==> config.mk <==
export PLATFORM = sky130hd
export DESIGN_NAME = sync_slave_tx
export DESIGN_NICKNAME = d
export VERILOG_FILES = /design/src/rtl/sync_slave_tx.sv
export SDC_FILE = /design/constraint.sdc
export NUM_CORES = 1
export LEC_CHECK = 0
export ABC_CLOCK_PERIOD_IN_PS = 2500
export BUFFER_PORTS_ARGS = -buffer_cell sky130_fd_sc_hd__buf_4
export CAP_MARGIN = 20
export CORE_UTILIZATION = 35
export DETAILED_ROUTE_END_ITERATION = 16
export PLACE_DENSITY = 0.63
export SYNTH_ARGS = -nofsm -noshare
export SYNTH_HDL_FRONTEND = slang
export SYNTH_SLANG_ARGS = --single-unit
==> constraint.sdc <==
create_clock -name clk -period 2.5 [get_ports clk]
set_input_delay 0.5 -clock clk [delete_from_list [all_inputs] [get_ports clk]]
set_output_delay 0.5 -clock clk [all_outputs]
set_load 0.05 [all_outputs]
==> src/rtl/sync_slave_tx.sv <==
module sync_slave_tx #(
  parameter int DATA_W = 8
) (
  input  logic              clk,
  input  logic              rst_n,
  input  logic              port_en,
  input  logic              sync_mode,
  input  logic              master_sel,
  input  logic              rx_cont_en,
  input  logic              rx_single_en,
  input  logic              tx_en,
  input  logic              nine_bit_en,
  input  logic              ninth_bit,
  input  logic              clk_inv,
  input  logic              data_inv,
  input  logic              irq_en,
  input  logic              wr_en,
  input  logic [DATA_W-1:0] wr_data,
  input  logic              ext_clk,
  output logic              tx_dout,
  output logic              tx_oe,
  output logic              tx_ready,
  output logic              shift_empty,
  output logic              tx_irq
);
  localparam int FW = DATA_W + 1;
  localparam int CW = $clog2(FW + 1);

  logic          sync1, sync2, eff_q;
  logic          busy, hold_full;
  logic [FW-1:0] shreg, hold;
  logic [CW-1:0] cnt;

  wire active   = port_en & sync_mode & ~master_sel & ~rx_cont_en & ~rx_single_en & tx_en;
  wire eff      = sync2 ^ clk_inv;
  wire fall     = eff_q & ~eff;
  wire [CW-1:0] last = nine_bit_en ? CW'(FW - 1) : CW'(FW - 2);
  wire done     = busy & fall & (cnt == last);
  wire free     = ~busy | done;
  wire [FW-1:0] word = {ninth_bit, wr_data};

  always_ff @(posedge clk or negedge rst_n) begin
    if (!rst_n) begin
      sync1 <= 1'b0;
      sync2 <= 1'b0;
      eff_q <= 1'b0;
    end else begin
      sync1 <= ext_clk;
      sync2 <= sync1;
      eff_q <= eff;
    end
  end

  always_ff @(posedge clk or negedge rst_n) begin
    if (!rst_n) begin
      busy      <= 1'b0;
      hold_full <= 1'b0;
      shreg     <= '1;
      hold      <= '0;
      cnt       <= '0;
    end else if (!active) begin
      busy      <= 1'b0;
      hold_full <= 1'b0;
      shreg     <= '1;
      cnt       <= '0;
    end else if (free) begin
      if (hold_full) begin
        shreg <= hold;
        busy  <= 1'b1;
        cnt   <= '0;
        if (wr_en) hold <= word;
        else       hold_full <= 1'b0;
      end else if (wr_en) begin
        shreg <= word;
        busy  <= 1'b1;
        cnt   <= '0;
      end else if (done) begin
        busy  <= 1'b0;
        shreg <= '1;
      end
    end else begin
      if (fall) begin
        shreg <= {1'b1, shreg[FW-1:1]};
        cnt   <= cnt + 1'b1;
      end
      if (wr_en) begin
        hold      <= word;
        hold_full <= 1'b1;
      end
    end
  end

  assign tx_dout     = (busy ? shreg[0] : 1'b1) ^ data_inv;
  assign tx_oe       = active;
  assign tx_ready    = ~hold_full;
  assign shift_empty = ~busy & ~hold_full;
  assign tx_irq      = tx_ready & irq_en;

  a_r1_inactive_clears: assert property (@(posedge clk) disable iff (!rst_n)
    !active |=> (shift_empty && tx_ready));

  a_r3_idle_write_loads: assert property (@(posedge clk) disable iff (!rst_n)
    (active && !busy && wr_en) |=> (!shift_empty || !active));

  a_r4_busy_write_parks: assert property (@(posedge clk) disable iff (!rst_n)
    (active && busy && !fall && wr_en) |=> (!tx_ready || !active));

  a_r5_ready_rises_on_edge: assert property (@(posedge clk) disable iff (!rst_n)
    (active && $past(active) && $rose(tx_ready)) |-> $past(fall));

  a_r6_data_holds_between_edges: assert property (@(posedge clk) disable iff (!rst_n)
    (active && $past(active) && $past(busy) && !$past(fall) && !$past(wr_en)
     && $stable(data_inv)) |-> $stable(tx_dout));

  a_r10_empty_means_ready: assert property (@(posedge clk) disable iff (!rst_n)
    shift_empty |-> tx_ready);
endmodule

==> impl_metrics.ini, run 1 <==
[yosys]
ys_top_cells_by_area = dfrtp_1 32%, dfstp_2 17%, mux2_4 9.5%
synthCells = 127
synth.ff_latch_count = 27
yosys.area.top_type = dfrtp_1
synth_edf_count = 0
synth.cell_area_mm2 = 0.00142
synth_commonest_cells = 18 x dfrtp_1, 14 x nor2_1, 10 x nand2_1
synth_cell_types = 39
synth_ff_type = dfrtp_1
synth_nets = 151
yosys.area.top_type_share = 0.317
yosysMostFrequentCell = dfrtp_1
async_flop_share = 1.00
syn_avg_cell_area_um2 = 11.2
ys_seq_area_frac = 0.484
ys_warn_count = 0

[cells_and_area]
nets = 180
instances_no_fill = 203
drive_gt1_frac = 0.400
utilization = 0.456
multi_input_area_um2 = 697
insertedDiodeCount = 0
seq_area_um2 = 687
fill_cells = 365
area_growth_pct = 21.1

[global_routing]
antenna_found_initial = 0
grt-ovfl-total = 0
grt_pass1_vias = 1089
grt_max_degree = 28
groute.usage.overall = 0.151
grt_pass1_wl_um = 4970

[floorplan]
dieArea_mm2 = 0.00432
die_h_um = 65.7
std_cell_rows = 22
fp.coreArea_mm2 = 0.00377
fp.dieW_um = 65.7
start_util = 0.377
boundaryPins = 28

[power]
cellPowerDensity_mw_per_mm2 = 448
clkPwrFrac = 0.320
leakage_nw = 0.697
internal_power_uw = 592
swShare = 0.231
p_seq_frac = 0.578
power_switching_uw = 178
ir_worst_vdd_mv = 0.357
combPwrFrac = 0.102

[place]
place_inst = 199
hpwlAfterDp_um = 2110
gp_congestion = 0.766
portBuffers = 27

[worst_setup_path]
cpMostUsedCell = buf_4
critPathSlowestCell = nor4b_2
critPathKind = input port to primary output
reg2reg_depth = 5
cp_cell_sequence = buf_4 -> nor4b_2 -> nand3_2 -> inv_2 -> buf_4 -> buf_4
crit_arrival_ns = 1.62
r2r_start = sync2$_DFF_PN0_
crit_required_ns = 2.00
crit_end = tx_oe
cp_num_cells = 6
cp-start-kind = input port
r2r-end = shreg[3]$_DFFE_PN1P_
crit_family = buffers and inverters
startpoint = rx_cont_en
crit_path_end_kind = primary output
worst-path-buf-inv = 4
ff2ff_setup_slack_ns = 0.56
critPathMaxFanout = 11
cpPeakStageDelay_ns = 0.29

[routing]
drcViolationCount = 0
drtIter0Drc = 55
firstDrtPassIters = 4
ant_nets = 0
vias = 1083
totalWireLength_um = 2890
wl_per_cell_um = 14.2
vias_per_cell = 5.33

[timing]
slew_headroom = 0.457
grt_setup_unrepaired = false
period_needed_ns = 2.12
fin_crit_sh = 0.847
final-setup-viol-count = 0
hold_violations = 0
tns_ns = 0
drv_slew = 0
skew_ns = 0.00256
worst_slew_pin_slew_ns = 0.809
max_freq_ghz = 0.472

[clock_network]
h-tree-depth = 1
cts_buffer_depth = 2
ctsRootBufferMaster = clkbuf_8
clkSinkCount = 27
clk_pin_slew_ns = 0.09
hold_buffers = 0
clk-insertion-delay-late_ns = 0.27
cts_buffers = 3
tritoncts = built
ctsResizeCount = 0
post_cts_buffers = 0

[outcome]
outcome = finished clean

[flow_run]
max_cap_viol_count = 0

[min_path]
hold_class = input port to asynchronous set/reset pin
## worst min-delay path by stage
| stage | from | end | slack (ns) | cells after the start |
|---|---|---|---|---|
| after global routing | rst_n | hold_full$_DFFE_PN0P_ | 0.14 | 1 |
| after CTS | rst_n | cnt[3]$_DFFE_PN0P_ | 0.13 | 1 |
| after floorplan | rst_n | busy$_DFFE_PN0P_ | 0.20 | 0 |
| after global placement | sync1$_DFF_PN0_ | sync2$_DFF_PN0_ | 0.34 | 0 |
| after detailed placement | sync1$_DFF_PN0_ | sync2$_DFF_PN0_ | 0.34 | 0 |
| final | rst_n | cnt[2]$_DFFE_PN0P_ | 0.12 | 1 |
## state kept, by name, indices dropped and copies added, names as in the netlist
| signal | flops |
|---|---|
| eff_q | 1 |
| sync1 | 1 |
| hold_full | 1 |
| busy | 1 |
| sync2 | 1 |
| cnt | 4 |
| shreg | 9 |
| hold | 9 |
## power groups by stage
| stage | registers [mW] | clock network (mW) | logic [mW] |
|---|---|---|---|
| after floorplan | 0.453 | 0 | 0.0313 |
| after global placement | 0.453 | 0 | 0.0774 |
| after detailed placement | 0.453 | 0 | 0.0788 |
| after CTS | 0.445 | 0.257 | 0.0793 |
| after global routing | 0.446 | 0.271 | 0.0858 |
| final | 0.445 | 0.247 | 0.0782 |
## layout make-up
type,count,share of cell area
Multi-Input combinational cell,91,0.405
Tap cell,48,0.0349
Inverter,5,0.0109
Sequential cell,27,0.400
Clock inverter,1,0.00291
Clock buffer,3,0.0240
Timing Repair Buffer,28,0.122
## logic make-up (layout without fill, tap and decap cells)
logic type	after synthesis	in the layout	synth area share
and+or+nand+nor	41	41	0.172
AOI/OAI and AO/OA	38	38	0.203
DFF	27	27	0.484
muxes	9	9	0.0952
buffers and inverters	9	37	0.0256
xor gates and xnor gates	2	2	0.0123
adders and majority gates	1	1	0.00881
## layer usage
metal,GRT usage,vias to the layer above,part of all wire
li1,-,528,-
met1,0.200,529,0.48
met2,0.249,24,0.47
met3,0.0434,2,0.052
met4,0.0163,0,0.0028
met5,0,-,0
## placed cells by master, fill, tap and decap left out, types with 2 or more instances in the layout
master and instances:
a21oi_1 8, buf_4 28, o22ai_1 9, clkbuf_8 3
a21oi_4 2, nand3_1 3, dfstp_2 9, mux2_4 9
o211ai_1 3, o221ai_1 3, dfrtp_1 18, inv_2 2
nand2_1 10, nand3_2 2, nor2b_1 2, inv_1 3
a41oi_1 3, xnor2_1 2, nor2_1 14, nor4b_2 2
## stage by stage
| stage | power, mW | cell area (µm²) | setup WS (ns) | hold slack, ns |
|---|---|---|---|---|
| after global placement | 0.531 | 1670 | 0.401 | 0.344 |
| after floorplan | 0.484 | 1420 | 0.361 | 0.204 |
| after global routing | 0.803 | 1720 | 0.254 | 0.139 |
| after CTS | 0.782 | 1720 | 0.396 | 0.131 |
| final | 0.770 | 1720 | 0.383 | 0.122 |
| after detailed placement | 0.532 | 1670 | 0.328 | 0.344 |
## worst register-to-register path, delay by kind of cell, from the launching register on
kind | cells | cell delay [ns]
XOR/XNOR | 1 | 0.27
AO/OA/AOI/OAI | 4 | 1.22
flip-flops | 1 | 0.39
No activity file was read; power rests on OpenSTA's default activity.
==> run 2: changes to the inputs <==
ABC_CLOCK_PERIOD_IN_PS = 2100   (was 2500)
clock period = 2.1 ns   (was 2.5 ns; I/O delays follow)
==> run 2 against run 1 <==
  * Cell area is 1.1% higher
  * Routed wire length is 4.0% higher
  * Clock skew is 0.00056 ns lower
  * Sequential cell count stayed put
  * Setup slack worse by 0.20 ns
  * Via count is 1.0% higher
  * Clock power is 20% higher
  * Count of clock-buffer cells in the layout stayed put
  * First-iteration DRC count is 9.1% higher
  * Sequential share of layout area is 0.43 points lower
  * Critical endpoint is now hold[3]$_DFFE_PN0P_
  * Largest power group unchanged
  * Highest routed layer is now met3
==> impl_metrics.ini, run 2 (same netlist as run 1, synthesis figures left out) <==
[place]
placed_area_mm2 = 0.00169
portBuffers = 27
place_inst = 201
place_ws_ns = -0.0234
gp_congestion = 0.758
hpwlAfterDp_um = 2200

[timing]
skew_ns = 0.00199
period_needed_ns = 1.91
max_freq_ghz = 0.522
fin_crit_sh = 0.912
setup_ws_ns = 0.185
fin_hold_ws_ns = 0.0481
final-setup-viol-count = 0
worst_slew_pin_slew_ns = 0.509
grt_setup_unrepaired = false
tns_ns = 0
drv_slew = 0
hold_violations = 0
slew_headroom = 0.660

[cells_and_area]
drive_gt1_frac = 0.414
layout_common_cells = 30 x buf_4, 18 x dfrtp_1, 14 x nor2_1, 10 x nand2_1
area_growth_pct = 22.4
insertedDiodeCount = 0
instances_no_fill = 205
finalInstanceArea_mm2 = 0.00174
final_common_cell = buf_4
nets = 182
reg.largest.list = hold x9, shreg x9, cnt x4
utilization = 0.461

[global_routing]
grt-ovfl-total = 0
groute.usage.overall = 0.154
grt_pass1_vias = 1099
grt_pass1_wl_um = 5150
grt_max_degree = 28
antenna_found_initial = 0

[routing]
wl_per_cell_um = 14.7
firstDrtPassIters = 4
ant_nets = 0
vias_per_cell = 5.34
vias = 1094
drtIter0Drc = 60
drcViolationCount = 0
totalWireLength_um = 3010

[worst_setup_path]
r2r-end = hold[3]$_DFFE_PN0P_
ff2ff_setup_slack_ns = 0.19
crit_required_ns = 2.26
cp-start-kind = register
crit_arrival_ns = 2.08
critPathMaxFanout = 9
critPathKind = register to register
r2r_start = sync2$_DFF_PN0_
startpoint = sync2$_DFF_PN0_
reg2reg_depth = 5
crit_path_end_kind = register

[floorplan]
fp.dieW_um = 65.7
die_h_um = 65.7
fp.coreArea_mm2 = 0.00377
start_util = 0.377
dieArea_mm2 = 0.00432
std_cell_rows = 22
boundaryPins = 28

[clock_network]
h-tree-depth = 1
clk_pin_slew_ns = 0.09
clkSinkCount = 27
cts_buffers = 3
post_cts_buffers = 0
cts_buffer_depth = 2
tritoncts = built
ctsRootBufferMaster = clkbuf_8
clk-insertion-delay-late_ns = 0.27

[power]
cellPowerDensity_mw_per_mm2 = 530
ir_worst_vdd_mv = 0.481
leakage_nw = 0.706
power.total_uw = 921

[flow_run]
max_cap_viol_count = 0

[outcome]
outcome = finished clean

[min_path]
hold_class = input port to asynchronous set/reset pin
[run 2: cell types whose count changed in the layout (fill, tap and decap cells not counted), sizes merged]
cell,previous run,this run
buf,28,30
[run 2: power by group]
group / internal (mW) / switching (mW) / total, mW
sequential: 0.527 / 0.00325 / 0.530
combinational: 0.0467 / 0.0490 / 0.0957
clock: 0.133 / 0.163 / 0.296
total: 0.706 / 0.215 / 0.921
[run 2: layer usage]
layer	global-route usage	up-vias	wire, µm
li1	-	530	-
met1	0.206	540	1460
met2	0.258	24	1420
met3	0.0382	0	126
met4	0.0163	0	0
met5	0	-	0
[run 2: worst max path at each step]
stage	slack, ns	to
detailed placement	-0.02	shreg[5]$_DFFE_PN1P_
floorplan	0.12	tx_oe
global route	0.11	hold[3]$_DFFE_PN0P_
global placement	0.09	shreg[5]$_DFFE_PN1P_
finish	0.19	hold[3]$_DFFE_PN0P_
CTS	0.11	shreg[5]$_DFFE_PN1P_
[run 2: timing repair]
action | in CTS | in global routing
hold buffers | 0 | 0
gates resized for setup | 0 | 1
endpoints found under the setup margin | 0 | 6
[run 2: final cells by class]
cell class | instances | area (µm²)
clock buffers | 3 | 41.3
clock inverters | 1 | 5.00
fillers | 369 | 2030
inverters | 5 | 18.8
multi-input cells | 91 | 701
flip-flops and latches | 27 | 687
well taps | 48 | 60.1
repair buffers | 30 | 225
[run 2: worst max-delay path, stage by stage, from the launching register on]
cell and delay, ns:
dfrtp_1 0.39, xnor2_1 0.17, a21boi_2 0.37, a21oi_4 0.11, a21oi_4 0.42, mux2_4 0.34
